$ cat config.mk
export PLATFORM = sky130hd
export DESIGN_NAME = crq_inorder_retire
export DESIGN_NICKNAME = d
export VERILOG_FILES = /design/src/rtl/crq_pkg.sv /design/src/rtl/crq_ptr_ctl.sv /design/src/rtl/crq_entry_array.sv /design/src/rtl/crq_retire_sel.sv /design/src/rtl/crq_inorder_retire.sv
export SDC_FILE = /design/constraint.sdc
export NUM_CORES = 1
export LEC_CHECK = 0
export CAP_MARGIN = 20
export CORE_MARGIN = 2
export CORE_UTILIZATION = 64
export DETAILED_ROUTE_END_ITERATION = 6
export GPL_TIMING_DRIVEN = 0
export PLACE_DENSITY = 0.91
export SYNTH_ARGS = -nofsm -noshare
export SYNTH_HDL_FRONTEND = slang
export SYNTH_HIERARCHICAL = 1
export SYNTH_SLANG_ARGS = --single-unit
$ cat constraint.sdc
create_clock -name clk -period 6.6 [get_ports clk]
set_input_delay 1.32 -clock clk [delete_from_list [all_inputs] [get_ports clk]]
set_output_delay 1.32 -clock clk [all_outputs]
set_load 0.01 [all_outputs]
$ cat src/rtl/crq_pkg.sv
package crq_pkg;

   // Destination kind of a queued instruction; 0 means nothing to commit.
   typedef enum logic [1:0] {
      DST_NONE = 2'd0,
      DST_INT  = 2'd1,
      DST_FP   = 2'd2,
      DST_VEC  = 2'd3
   } dst_kind_e;

   localparam int DST_W = 2;

endpackage

$ cat src/rtl/crq_ptr_ctl.sv
module crq_ptr_ctl #(
   parameter int DEPTH    = 8,
   parameter int RETIRE_W = 2,
   localparam int IDX_W   = $clog2(DEPTH),
   localparam int CNT_W   = $clog2(DEPTH + 1),
   localparam int NR_W    = $clog2(RETIRE_W + 1)
) (
   input  logic             clk,
   input  logic             rst_n,
   input  logic             flush,
   input  logic             disp_want,
   input  logic [NR_W-1:0]  n_ret,
   output logic             alloc,
   output logic             full,
   output logic [IDX_W-1:0] head,
   output logic [IDX_W-1:0] tail,
   output logic [CNT_W-1:0] count
);

   if ((DEPTH & (DEPTH - 1)) != 0 || DEPTH < 2) begin : g_bad_depth
      $error("crq_ptr_ctl: DEPTH must be a power of two and at least 2");
   end

   // Full uses the occupancy left after this cycle's retirements.
   assign full  = (count == CNT_W'(DEPTH)) && (n_ret == '0);
   assign alloc = disp_want && !full;

   always_ff @(posedge clk) begin
      if (!rst_n || flush) begin
         head  <= '0;
         tail  <= '0;
         count <= '0;
      end else begin
         head  <= head + IDX_W'(n_ret);
         tail  <= tail + IDX_W'(alloc);
         count <= count + CNT_W'(alloc) - CNT_W'(n_ret);
      end
   end

   p_no_overflow_r3: assert property (@(posedge clk) disable iff (!rst_n)
      count <= CNT_W'(DEPTH));

   p_full_blocks_r3: assert property (@(posedge clk) disable iff (!rst_n)
      (full && disp_want && !flush) |=> (tail == $past(tail)));

endmodule

$ cat src/rtl/crq_entry_array.sv
module crq_entry_array #(
   parameter int DEPTH  = 8,
   parameter int TAG_W  = 6,
   localparam int IDX_W = $clog2(DEPTH),
   localparam int DST_W = crq_pkg::DST_W
) (
   input  logic                        clk,
   input  logic                        rst_n,
   input  logic                        flush,
   input  logic                        alloc_en,
   input  logic [IDX_W-1:0]            alloc_idx,
   input  logic [TAG_W-1:0]            alloc_tag,
   input  logic [DST_W-1:0]            alloc_dst,
   input  logic                        alloc_done,
   input  logic                        fin_en,
   input  logic [IDX_W-1:0]            fin_idx,
   input  logic                        fin_exc,
   input  logic [DEPTH-1:0]            clr,
   output logic [DEPTH-1:0]            v,
   output logic [DEPTH-1:0]            done,
   output logic [DEPTH-1:0]            exc,
   output logic [DEPTH-1:0][TAG_W-1:0] tag,
   output logic [DEPTH-1:0][DST_W-1:0] dst
);

   for (genvar g = 0; g < DEPTH; g++) begin : g_slot
      logic             v_r, done_r, exc_r;
      logic [TAG_W-1:0] tag_r;
      logic [DST_W-1:0] dst_r;
      logic             hit_alloc, hit_fin;

      assign hit_alloc = alloc_en && (alloc_idx == IDX_W'(g));
      assign hit_fin   = fin_en && (fin_idx == IDX_W'(g)) && v_r && !clr[g];

      always_ff @(posedge clk) begin
         if (!rst_n) begin
            v_r    <= 1'b0;
            done_r <= 1'b0;
            exc_r  <= 1'b0;
            tag_r  <= '0;
            dst_r  <= '0;
         end else if (flush) begin
            v_r    <= 1'b0;
            done_r <= 1'b0;
            exc_r  <= 1'b0;
         end else if (hit_alloc) begin
            // Allocation wins over a retire clear of the same slot.
            v_r    <= 1'b1;
            done_r <= alloc_done;
            exc_r  <= 1'b0;
            tag_r  <= alloc_tag;
            dst_r  <= alloc_dst;
         end else begin
            if (clr[g]) begin
               v_r    <= 1'b0;
               done_r <= 1'b0;
            end
            if (hit_fin) begin
               done_r <= 1'b1;
               exc_r  <= fin_exc;
            end
         end
      end

      assign v[g]    = v_r;
      assign done[g] = done_r;
      assign exc[g]  = exc_r;
      assign tag[g]  = tag_r;
      assign dst[g]  = dst_r;
   end

   p_alloc_free_r2: assert property (@(posedge clk) disable iff (!rst_n)
      (alloc_en && !flush) |-> (!v[alloc_idx] || clr[alloc_idx]));

endmodule

$ cat src/rtl/crq_retire_sel.sv
module crq_retire_sel #(
   parameter int DEPTH    = 8,
   parameter int TAG_W    = 6,
   parameter int RETIRE_W = 2,
   localparam int IDX_W   = $clog2(DEPTH),
   localparam int NR_W    = $clog2(RETIRE_W + 1),
   localparam int DST_W   = crq_pkg::DST_W
) (
   input  logic                           clk,
   input  logic                           rst_n,
   input  logic [IDX_W-1:0]               head,
   input  logic [DEPTH-1:0]               v,
   input  logic [DEPTH-1:0]               done,
   input  logic [DEPTH-1:0]               exc,
   input  logic [DEPTH-1:0][TAG_W-1:0]    tag,
   input  logic [DEPTH-1:0][DST_W-1:0]    dst,
   output logic [RETIRE_W-1:0]            ret_valid,
   output logic [RETIRE_W-1:0][TAG_W-1:0] ret_tag,
   output logic [RETIRE_W-1:0][DST_W-1:0] ret_dst,
   output logic [RETIRE_W-1:0]            commit_en,
   output logic [DEPTH-1:0]               clr,
   output logic [NR_W-1:0]                n_ret,
   output logic                           exc_hold
);
   import crq_pkg::*;

   if (RETIRE_W < 1 || RETIRE_W > DEPTH) begin : g_bad_width
      $error("crq_retire_sel: RETIRE_W must lie between 1 and DEPTH");
   end

   logic [RETIRE_W-1:0][IDX_W-1:0] slot_idx;
   logic [RETIRE_W-1:0]            slot_ok;

   for (genvar k = 0; k < RETIRE_W; k++) begin : g_port
      assign slot_idx[k] = head + IDX_W'(k);
      assign slot_ok[k]  = v[slot_idx[k]] && done[slot_idx[k]] && !exc[slot_idx[k]];
      if (k == 0) begin : g_oldest
         assign ret_valid[k] = slot_ok[k];
      end else begin : g_younger
         assign ret_valid[k] = ret_valid[k-1] && slot_ok[k];
      end
      assign ret_tag[k]   = tag[slot_idx[k]];
      assign ret_dst[k]   = dst[slot_idx[k]];
      assign commit_en[k] = ret_valid[k] && (dst[slot_idx[k]] != DST_NONE);
   end

   always_comb begin
      clr = '0;
      for (int k = 0; k < RETIRE_W; k++) begin
         if (ret_valid[k]) clr[slot_idx[k]] = 1'b1;
      end
   end

   assign n_ret    = NR_W'($countones(ret_valid));
   assign exc_hold = v[head] && done[head] && exc[head];

   p_exc_stops_r9: assert property (@(posedge clk) disable iff (!rst_n)
      exc_hold |-> (ret_valid == '0));

   p_in_order_r5: assert property (@(posedge clk) disable iff (!rst_n)
      ((ret_valid & (ret_valid + RETIRE_W'(1))) == '0));

endmodule

$ cat src/rtl/crq_inorder_retire.sv
module crq_inorder_retire #(
   parameter int DEPTH    = 8,
   parameter int TAG_W    = 6,
   parameter int RETIRE_W = 2,
   localparam int IDX_W   = $clog2(DEPTH),
   localparam int CNT_W   = $clog2(DEPTH + 1),
   localparam int NR_W    = $clog2(RETIRE_W + 1)
) (
   input  logic                           clk,
   input  logic                           rst_n,
   input  logic                           disp_valid,
   input  logic [TAG_W-1:0]               disp_tag,
   input  logic [1:0]                     disp_dst,
   input  logic                           disp_branch,
   input  logic                           disp_lrctr,
   output logic [IDX_W-1:0]               disp_idx,
   output logic                           q_full,
   input  logic                           fin_valid,
   input  logic [IDX_W-1:0]               fin_idx,
   input  logic                           fin_exc,
   input  logic                           flush,
   output logic [RETIRE_W-1:0]            ret_valid,
   output logic [RETIRE_W-1:0][TAG_W-1:0] ret_tag,
   output logic [RETIRE_W-1:0][1:0]       ret_dst,
   output logic [RETIRE_W-1:0]            commit_en,
   output logic                           exc_pending
);

   if (TAG_W < 1) begin : g_bad_tag
      $error("crq_inorder_retire: TAG_W must be at least 1");
   end

   logic                    fold, disp_want, alloc, pre_done;
   logic [IDX_W-1:0]        head, tail;
   logic [CNT_W-1:0]        count;
   logic [NR_W-1:0]         n_ret;
   logic [DEPTH-1:0]        v, done, exc, clr;
   logic [DEPTH-1:0][TAG_W-1:0] tag;
   logic [DEPTH-1:0][1:0]   dst;

   // Branches that write neither link nor count register are folded away.
   assign fold      = disp_branch && !disp_lrctr;
   assign disp_want = disp_valid && !fold;
   assign pre_done  = disp_branch && disp_lrctr;
   assign disp_idx  = tail;

   crq_ptr_ctl #(.DEPTH(DEPTH), .RETIRE_W(RETIRE_W)) u_ptr (
      .clk(clk), .rst_n(rst_n), .flush(flush), .disp_want(disp_want),
      .n_ret(n_ret), .alloc(alloc), .full(q_full),
      .head(head), .tail(tail), .count(count)
   );

   crq_entry_array #(.DEPTH(DEPTH), .TAG_W(TAG_W)) u_arr (
      .clk(clk), .rst_n(rst_n), .flush(flush),
      .alloc_en(alloc), .alloc_idx(tail), .alloc_tag(disp_tag),
      .alloc_dst(disp_dst), .alloc_done(pre_done),
      .fin_en(fin_valid), .fin_idx(fin_idx), .fin_exc(fin_exc),
      .clr(clr), .v(v), .done(done), .exc(exc), .tag(tag), .dst(dst)
   );

   crq_retire_sel #(.DEPTH(DEPTH), .TAG_W(TAG_W), .RETIRE_W(RETIRE_W)) u_sel (
      .clk(clk), .rst_n(rst_n), .head(head),
      .v(v), .done(done), .exc(exc), .tag(tag), .dst(dst),
      .ret_valid(ret_valid), .ret_tag(ret_tag), .ret_dst(ret_dst),
      .commit_en(commit_en), .clr(clr), .n_ret(n_ret), .exc_hold(exc_pending)
   );

   p_fold_no_entry_r6: assert property (@(posedge clk) disable iff (!rst_n)
      (disp_valid && fold && !flush) |=> (tail == $past(tail)));

   p_lrctr_done_r7: assert property (@(posedge clk) disable iff (!rst_n)
      (alloc && pre_done && !flush) |=> done[$past(tail)]);

   p_flush_empties_r10: assert property (@(posedge clk) disable iff (!rst_n)
      flush |=> ((v == '0) && (count == '0)));

endmodule

==> results of run 1 <==
## metrics by stage
stage	hold WS, ps	utilization	power [mW]	cell area (µm²)
finish	482	0.741	1.07	6810
global route	499	0.741	1.10	6810
global placement	451	0.721	0.698	6630
detailed placement	462	0.721	0.701	6630
CTS	477	0.741	1.07	6810
floorplan	440	-	0.662	6060
## routing by layer
| layer | up-vias | GRT usage |
|---|---|---|
| li1 | 2380 | - |
| met1 | 2551 | 0.438 |
| met2 | 353 | 0.565 |
| met3 | 67 | 0.116 |
| met4 | 0 | 0.154 |
| met5 | - | 0 |
## state kept, by name, summed over array words and instances, names as in the netlist
| name | flops |
|---|---|
| u_arr/g_slot.dst_r | 16 |
| u_ptr/count | 4 |
| u_ptr/tail | 3 |
| u_arr/g_slot.v_r | 8 |
| u_arr/g_slot.done_r | 8 |
| u_arr/g_slot.tag_r | 48 |
| u_ptr/head | 3 |
| u_arr/g_slot.exc_r | 8 |
## synth_stat cells, drive strengths merged, types with 2 or more instances
library cell / n
or3: 3
o211ai: 2
fa: 2
mux4: 26
nand4b: 3
ha: 10
a21oi: 17
a211oi: 3
mux2i: 84
nand3: 18
nand4: 10
xnor2: 2
nand2: 114
nor2: 16
o21a: 3
inv: 17
or3b: 3
nor3: 5
and2: 7
dfxtp: 98
and3: 5
mux2: 16
clkbuf: 13
a41oi: 2
nand4bb: 3
a221oi: 3
nor2b: 15
a31oi: 10
nor3b: 10
or4: 4
xor2: 3
buf: 55
o21ai: 15
nand2b: 19
nand3b: 8
## where the power goes
group | switching (mW) | leakage, nW | total, mW | internal [mW]
sequential | 0.00432 | 0.790 | 0.600 | 0.596
clock | 0.236 | 0.0975 | 0.380 | 0.144
combinational | 0.0508 | 1.78 | 0.0897 | 0.0389
## how the worst min path moves through the flow
| stage | start | end | slack [ps] | depth (start not counted) |
|---|---|---|---|---|
| after detailed placement | u_arr/g_slot[6].exc_r$_SDFFE_PP0P_ | u_arr/g_slot[6].exc_r$_SDFFE_PP0P_ | 460 | 2 |
| final | u_arr/g_slot[6].exc_r$_SDFFE_PP0P_ | u_arr/g_slot[6].exc_r$_SDFFE_PP0P_ | 480 | 2 |
| after global routing | u_arr/g_slot[5].tag_r[5]$_SDFFE_PN0P_ | u_arr/g_slot[5].tag_r[5]$_SDFFE_PN0P_ | 500 | 2 |
| after global placement | u_arr/g_slot[7].tag_r[2]$_SDFFE_PN0P_ | u_arr/g_slot[7].tag_r[2]$_SDFFE_PN0P_ | 450 | 2 |
| after floorplan | u_arr/g_slot[6].exc_r$_SDFFE_PP0P_ | u_arr/g_slot[6].exc_r$_SDFFE_PP0P_ | 440 | 2 |
| after CTS | u_arr/g_slot[6].exc_r$_SDFFE_PP0P_ | u_arr/g_slot[6].exc_r$_SDFFE_PP0P_ | 480 | 2 |
## worst max-delay path: cells and delay by family, from the launching register on
family                     cells  cell delay (ps)
buffers and inverters          3             1150
DFF                            1              370
adders and majority gates      1              410
AOI/OAI and AO/OA              2              730
and+or+nand+nor                3              510
## layout by cell type, fill, tap and decap left out, types with 4 or more instances in the layout
| cell type | count |
|---|---|
| nand2_1 | 113 |
| buf_4 | 30 |
| clkbuf_8 | 9 |
| buf_2 | 19 |
| nand3_1 | 17 |
| a21oi_1 | 17 |
| and2_1 | 6 |
| mux2_1 | 5 |
| o21ai_0 | 14 |
| clkdlybuf4s50_1 | 43 |
| mux2i_1 | 84 |
| clkbuf_1 | 13 |
| a31oi_1 | 10 |
| nor2b_1 | 15 |
| inv_6 | 4 |
| inv_1 | 15 |
| mux2_2 | 10 |
| and3_1 | 5 |
| nor3b_1 | 9 |
| ha_1 | 10 |
| nor3_1 | 5 |
| dfxtp_1 | 98 |
| nand4_1 | 10 |
| nand3b_1 | 7 |
| mux4_2 | 26 |
| nand2b_1 | 19 |
| or4_1 | 4 |
| nor2_1 | 15 |
## layout make-up
cell class	instances	area, µm²
Timing Repair Buffer	43	430
Fill cell	657	2380
Multi-Input combinational cell	460	3610
Sequential cell	98	1960
Buffer	68	423
Inverter	18	67.6
Clock inverter	7	61.3
Tap cell	111	139
Clock buffer	9	124
## cells by family after synthesis
family / Yosys count / share of synthesized area
and+or+nand+nor: 248 / 0.214
muxes: 126 / 0.266
DFF: 98 / 0.324
buffers and inverters: 86 / 0.0809
AOI/OAI and AO/OA: 69 / 0.0766
adders and majority gates: 12 / 0.0273
xor gates and xnor gates: 5 / 0.0116
==> flow_metrics.tcl, run 1 <==
set metrics [dict create \
    final_max_slew_viol_count 0 \
    hold_path.class "register to register" \
    cp-start-kind "register" \
    finalWorstSetupSlack_ps 1710 \
    dp_slack_ps 2190 \
    async_reset_ff_frac 0 \
    drive_above_1_share 0.168 \
    via_per_inst 6.57 \
    final_cell_count_no_fill 814 \
    syn_inst 644 \
    overflow 0 \
    cp_common_cell "buf_2" \
    slew-limit-headroom 0.458 \
    crit_path_end "q_full" \
    synth_top_area_frac 0.324 \
    root_buffer "clkbuf_8" \
    ant_nets 0 \
    synth_area_leaders "dfxtp_1 (32%), mux2i_1 (14%), mux4_2 (9.7%)" \
    leakage_nw 2.67 \
    tightest_slew_ps 811 \
    worstSetupPathType "register to primary output" \
    irDropWorstVdd_mv 0.190 \
    cp_slowest_cell "clkdlybuf4s50_1" \
    core_area_mm2 0.00920 \
    setup_violations 0 \
    max_freq_mhz 205 \
    cts_inserted_buffers 9 \
    drtPass1Iterations 7 \
    grt_pass1_wl_mm 27.5 \
    die_w_um 101 \
    synth_cell_types 71 \
    die-area_mm2 0.0103 \
    synth_edf_count 0 \
    grt_usage 0.354 \
    r2r_setup_slack_ps 2330 \
    syn_avg_cell_area_um2 9.41 \
    synth_ff_type "dfxtp_1" \
    place_inst 798 \
    min_period_ps 4890 \
    core.rowCount 35 \
    met2_wirelength_mm 8.07 \
    area_growth_pct 12.5 \
    clkLatencyLatePin_ps 390 \
    drc 2 \
    cts_max_level 3 \
    r2r_cells 13 \
    path_cells "ha_1, buf_2, buf_2, nor2_1, a2111o_1, o21a_1, nor3_1, and3_1, clkdlybuf4s50_1" \
    avgRoutedWirePerCell_um 21.5 \
    yosys_warnings 6 \
    place_hpwl_mm 12.6 \
    drt_iter0_markers 736 \
    syn_area_mm2 0.00606 \
    cts_resized 0 \
    crit_fanout 10 \
    num_vias 5351 \
    timing.rr.end "u_arr/g_slot[3].tag_r[2]$_SDFFE_PN0P_" \
    finalWirelength_mm 17.5 \
    grt_max_degree 19 \
    place.gp.congestion 0.988 \
    slowest_delay_ps 540 \
    power_density_mw_per_mm2 157 \
    cts_setup_buffers 0 \
    antenna_found_initial 0 \
    ios 44 \
    die_h_um 101 \
    rsz0062_at_grt "no" \
    ctsHoldBuffers 0 \
    wl_met1_mm 6.68 \
    portBuffers 43 \
    cts.clk_slew.worst_paths_ps 110 \
    worstPathArrival_ps 3570 \
    antenna_cells 0 \
    endpoint_kind "primary output" \
    syn_nets 675 \
    initial_utilization 0.659 \
    met3_length_mm 2.12 \
    seq_area_frac_synth 0.324 \
    cts_tree "done" \
    cts_sinks 98 \
    setup-tns-final_ps 0 \
    yosys.area.top_type "dfxtp_1" \
    cp-startpoint "u_ptr/head[0]$_SDFF_PP0_" \
    reg2reg_from "u_ptr/head[0]$_SDFF_PP0_" \
    finalCritPeriodShare 0.741 \
    required_ps 5280 \
    maxCapViolations 0 \
    violations "DRC" \
    fin_skew_ps 16.5 \
    finalHoldViolCount 0 \
    status "complete, but fails checks" \
    highest_layer "met4" \
    clockBufferDepth 2 \
    nets 729 \
    synth_seq_cells 98 \
    grt_pass1_vias 5420 \
]
No activity file was read; power rests on OpenSTA's default activity.
==> inputs of run 2 (changes only) <==
CORE_UTILIZATION = 60   (was 64)
PLACE_DENSITY = 0.86   (was 0.91)
clock period = 4.5 ns   (was 6.6 ns; I/O delays follow)
==> flow_metrics.tcl, run 2 (synthesized netlist as in run 1, its figures left out) <==
set metrics [dict create \
    overflow 0 \
    largest_register "u_arr/g_slot.tag_r" \
    combPwrFrac 0.084 \
    power_density_mw_per_mm2 228 \
    finalHoldViolCount 0 \
    maxCapViolations 0 \
    drtPass1Iterations 7 \
    slew-limit-headroom 0.471 \
    cts_max_level 3 \
    drt_iter0_markers 692 \
    num_vias 5389 \
    area_growth_pct 13.1 \
    p_seq_frac 0.564 \
    min_period_ps 4300 \
    die_h_um 104 \
    cts.clk_slew.worst_paths_ps 100 \
    avgRoutedWirePerCell_um 20.9 \
    final_cell_count_no_fill 836 \
    tightest_slew_ps 792 \
    reg2reg_from "u_ptr/head[0]$_SDFF_PP0_" \
    dp_slack_ps 431 \
    path_buf_inv 3 \
    root_buffer "clkbuf_8" \
    portBuffers 43 \
    worstPathArrival_ps 3400 \
    finalWirelength_mm 17.4 \
    cp-start-kind "register" \
    grt_pass1_wl_mm 26.9 \
    die_w_um 104 \
    max_freq_mhz 233 \
    p_total_mw 1.56 \
    dpl_cell_area_mm2 0.00666 \
    setup-tns-final_ps 0 \
    ctsHoldBuffers 0 \
    antenna_cells 0 \
    grt_max_degree 17 \
    clkLatencyLatePin_ps 380 \
    hold_path.class "register to register" \
    place_hpwl_mm 12.5 \
    fin_util 0.701 \
    cts_sinks 98 \
    setup_violations 0 \
    cts_resized 0 \
    timing.rr.end "u_arr/g_slot[7].tag_r[4]$_SDFFE_PN0P_" \
    ios 44 \
    cts_setup_buffers 0 \
    die-area_mm2 0.0109 \
    switchingPower_uw 411 \
    r2r_setup_slack_ps 550 \
    critPathTopFamily "buffers and inverters" \
    cp_common_cell "clkbuf_4" \
    cts_tree "done" \
    clockBufferDepth 2 \
    leakage_nw 2.66 \
    final_max_slew_viol_count 0 \
    cts_inserted_buffers 9 \
    endpoint_kind "primary output" \
    worstSetupPathType "register to primary output" \
    largest_register_ffs 48 \
    via_per_inst 6.45 \
    r2r_cells 14 \
    finalCritPeriodShare 0.955 \
    core_area_mm2 0.00977 \
    fin_skew_ps 14.6 \
    clkPwrFrac 0.352 \
    nets 729 \
    slowest_delay_ps 540 \
    reg.largest.list "u_arr/g_slot.tag_r (48), u_arr/g_slot.dst_r (16)" \
    p_int_mw 1.15 \
    min_from "u_arr/g_slot[3].tag_r[1]$_SDFFE_PN0P_" \
    status "complete, but fails checks" \
    hold_ws_ps 482 \
    drive_above_1_share 0.172 \
    drc 1 \
    finalWorstSetupSlack_ps 201 \
    swShare 0.263 \
    irDropWorstVdd_mv 0.177 \
    final_common_cell "nand2_1" \
    hold_path_depth 2 \
    path_cells "ha_2, clkbuf_4, clkbuf_4, nor2_1, a2111o_1, o21a_1, nor3_1, and3_1, clkdlybuf4s50_1" \
    layout_common_cells "nand2_1 (113), dfxtp_1 (97), mux2i_1 (83)" \
    antenna_found_initial 0 \
    violations "DRC" \
    hold_path_end "u_arr/g_slot[3].tag_r[1]$_SDFFE_PN0P_" \
    place.gp.congestion 1.01 \
    grt_usage 0.317 \
    ant_nets 0 \
    crit_fanout 10 \
    core.rowCount 36 \
    cp_slowest_cell "clkdlybuf4s50_1" \
    grt_pass1_vias 5202 \
    finalInstanceArea_mm2 0.00685 \
    initial_utilization 0.620 \
    required_ps 3600 \
    rsz0062_at_grt "no" \
    place_inst 820 \
]
[run 2: worst max path at each step]
stage                                         from                                     to  slack (ps)  cells after the start
after CTS                 u_ptr/head[0]$_SDFF_PP0_                                 q_full          50                      9
after floorplan           u_ptr/head[0]$_SDFF_PP0_  u_arr/g_slot[3].dst_r[1]$_SDFFE_PN0P_        1110                     13
after detailed placement  u_ptr/head[0]$_SDFF_PP0_  u_arr/g_slot[3].tag_r[5]$_SDFFE_PN0P_         430                     13
final                     u_ptr/head[0]$_SDFF_PP0_                                 q_full         200                      9
after global routing      u_ptr/head[0]$_SDFF_PP0_                                 q_full          30                      9
after global placement    u_ptr/head[0]$_SDFF_PP0_  u_arr/g_slot[3].dst_r[0]$_SDFFE_PN0P_         540                     13
[run 2: power by group through the flow]
stage / Clock, mW / Sequential, mW / Combinational [mW]
2_1_floorplan: 0 / 0.898 / 0.0734
3_3_place_gp: 0 / 0.900 / 0.125
3_5_place_dp: 0 / 0.901 / 0.128
4_1_cts: 0.550 / 0.880 / 0.129
5_1_grt: 0.584 / 0.881 / 0.140
6_report: 0.549 / 0.881 / 0.131
[run 2: routing by layer]
layer,share of wire,vias to the layer above,global-route usage
li1,-,2378,-
met1,0.40,2586,0.421
met2,0.46,354,0.488
met3,0.11,71,0.0652
met4,0.036,0,0.161
met5,0,-,0
[run 2: layout make-up]
class	count	area, µm²
multi-input cells	460	3610
plain buffers	68	428
clock inverters	5	37.5
clock buffers	11	141
well taps	133	166
inverters	18	71.3
flip-flops and latches	98	1960
repair buffers	43	430
fillers	769	2920
[run 2: worst min-delay path, delay by kind of cell (launching register included)]
kind	cells	cell delay, ps
and+or+nand+nor	1	60
muxes	1	50
DFF	1	340
==> inputs of run 3 (changes only) <==
PLACE_DENSITY = 0.82   (was 0.86)
==> flow_metrics.tcl, run 3 (synthesized netlist as in run 1, its figures left out) <==
set metrics [dict create \
    path_cells "ha_1, clkbuf_4, nor3b_1, mux2_4, a2111o_1, o21a_1, nor3_2, and3_1, clkdlybuf4s50_1" \
    initial_utilization 0.620 \
    root_buffer "clkbuf_8" \
    final_max_slew_viol_count 0 \
    dp_slack_ps 411 \
    maxCapViolations 0 \
    largest_register "u_arr/g_slot.tag_r" \
    core_area_mm2 0.00977 \
    r2r_setup_slack_ps 500 \
    required_ps 3600 \
    portBuffers 43 \
    hold_path.class "register to register" \
    antenna_found_initial 0 \
    min_from "u_arr/g_slot[5].tag_r[3]$_SDFFE_PN0P_" \
    max_freq_mhz 234 \
    area_growth_pct 13.5 \
    cts_sinks 98 \
    place.gp.congestion 1.00 \
    via_per_inst 6.39 \
    final_common_cell "nand2_1" \
    finalWorstSetupSlack_ps 222 \
    core.rowCount 36 \
    grt_usage 0.328 \
    reg2reg_from "u_ptr/head[0]$_SDFF_PP0_" \
    drc 0 \
    fin_skew_ps 12.2 \
    leakage_nw 2.67 \
    setup-tns-final_ps 0 \
    antenna_cells 0 \
    largest_register_ffs 48 \
    path_buf_inv 2 \
    cts_resized 0 \
    power_density_mw_per_mm2 235 \
    timing.rr.end "u_arr/g_slot[3].tag_r[2]$_SDFFE_PN0P_" \
    rsz0062_at_grt "no" \
    r2r_cells 13 \
    clockBufferDepth 2 \
    hold_path_end "u_arr/g_slot[5].tag_r[3]$_SDFFE_PN0P_" \
    finalHoldViolCount 0 \
    die-area_mm2 0.0109 \
    hold_path_depth 2 \
    cts_max_level 3 \
    slew-limit-headroom 0.496 \
    cp-startpoint "u_ptr/head[0]$_SDFF_PP0_" \
    cts_inserted_buffers 9 \
    min_period_ps 4280 \
    finalCritPeriodShare 0.951 \
    grt_pass1_vias 5339 \
    drt_iter0_markers 681 \
    tightest_slew_ps 755 \
    overflow 0 \
    die_h_um 104 \
    finalWirelength_mm 17.5 \
    avgRoutedWirePerCell_um 21.0 \
    status "finished clean" \
    clkLatencyLatePin_ps 390 \
    nets 729 \
    drive_above_1_share 0.172 \
    ios 44 \
    place_hpwl_mm 12.7 \
    grt_max_degree 17 \
    cts_tree "done" \
    critPathTopFamily "buffers and inverters" \
    ctsHoldBuffers 0 \
    reg.largest.list "u_arr/g_slot.tag_r (48), u_arr/g_slot.dst_r (16)" \
    slowest_delay_ps 540 \
    irDropWorstVdd_mv 0.263 \
    cp_slowest_cell "clkdlybuf4s50_1" \
    endpoint_kind "primary output" \
    crit_fanout 10 \
    final_cell_count_no_fill 835 \
    cts_setup_buffers 0 \
    ant_nets 0 \
    grt_pass1_wl_mm 27.7 \
    drtPass1Iterations 5 \
    worstPathArrival_ps 3380 \
    num_vias 5338 \
    setup_violations 0 \
    p_total_mw 1.61 \
    hold_ws_ps 478 \
    cts.clk_slew.worst_paths_ps 90 \
    worstSetupPathType "register to primary output" \
    layout_common_cells "nand2_1 (113), dfxtp_1 (97), mux2i_1 (83)" \
    cp_num_cells 9 \
    cp-start-kind "register" \
    place_inst 820 \
    die_w_um 104 \
]
-- run 3: changes by cell type in the layout (fill, tap and decap cells not counted), sizes merged --
cell      delta
clkbuf       -1
bufinv       +1
clkinvlp     -1
-- run 3: metal layers --
metal / vias to the layer above / part of all wire / GRT usage
li1: 2376 / - / -
met2: 337 / 0.46 / 0.522
met1: 2556 / 0.39 / 0.417
met5: - / 0 / 0
met3: 69 / 0.12 / 0.106
met4: 0 / 0.037 / 0.121
-- run 3: worst register-to-register path, delay by kind of cell, from the launching register on --
| kind | cells | cell delay [ps] |
|---|---|---|
| multiplexers | 3 | 1150 |
| AND/OR/NAND/NOR | 5 | 1010 |
| buffers and inverters | 3 | 750 |
| adder cells (fa/ha/maj) | 1 | 380 |
| flip-flops | 1 | 360 |
| AO/OA/AOI/OAI | 1 | 260 |
-- run 3: power breakdown --
group | internal, mW | switching, mW | leakage [nW] | total, mW
sequential | 0.874 | 0.00635 | 0.791 | 0.880
combinational | 0.0574 | 0.0751 | 1.78 | 0.132
clock | 0.273 | 0.328 | 0.0989 | 0.601
-- run 3: area by class of cell --
class	instances	area, µm²
Sequential cell	98	1960
Clock inverter	5	63.8
Clock buffer	10	138
Multi-Input combinational cell	460	3620
Tap cell	133	166
Buffer	68	428
Timing Repair Buffer	43	430
Fill cell	759	2900
Inverter	18	71.3
-- run 3: per-stage QoR --
step                      instance area, µm²   util
final                                   6880  0.704
after global routing                    6880  0.704
after CTS                               6860  0.702
after detailed placement                6660  0.681
after global placement                  6660  0.681
after floorplan                         6060      -
-- run 3: how the worst max path moves through the flow --
stage | to | slack (ps)
after floorplan | u_arr/g_slot[3].dst_r[1]$_SDFFE_PN0P_ | 1110
after global placement | u_arr/g_slot[7].dst_r[0]$_SDFFE_PN0P_ | 490
after detailed placement | u_arr/g_slot[7].tag_r[5]$_SDFFE_PN0P_ | 410
after CTS | q_full | 80
after global routing | q_full | 70
final | q_full | 220
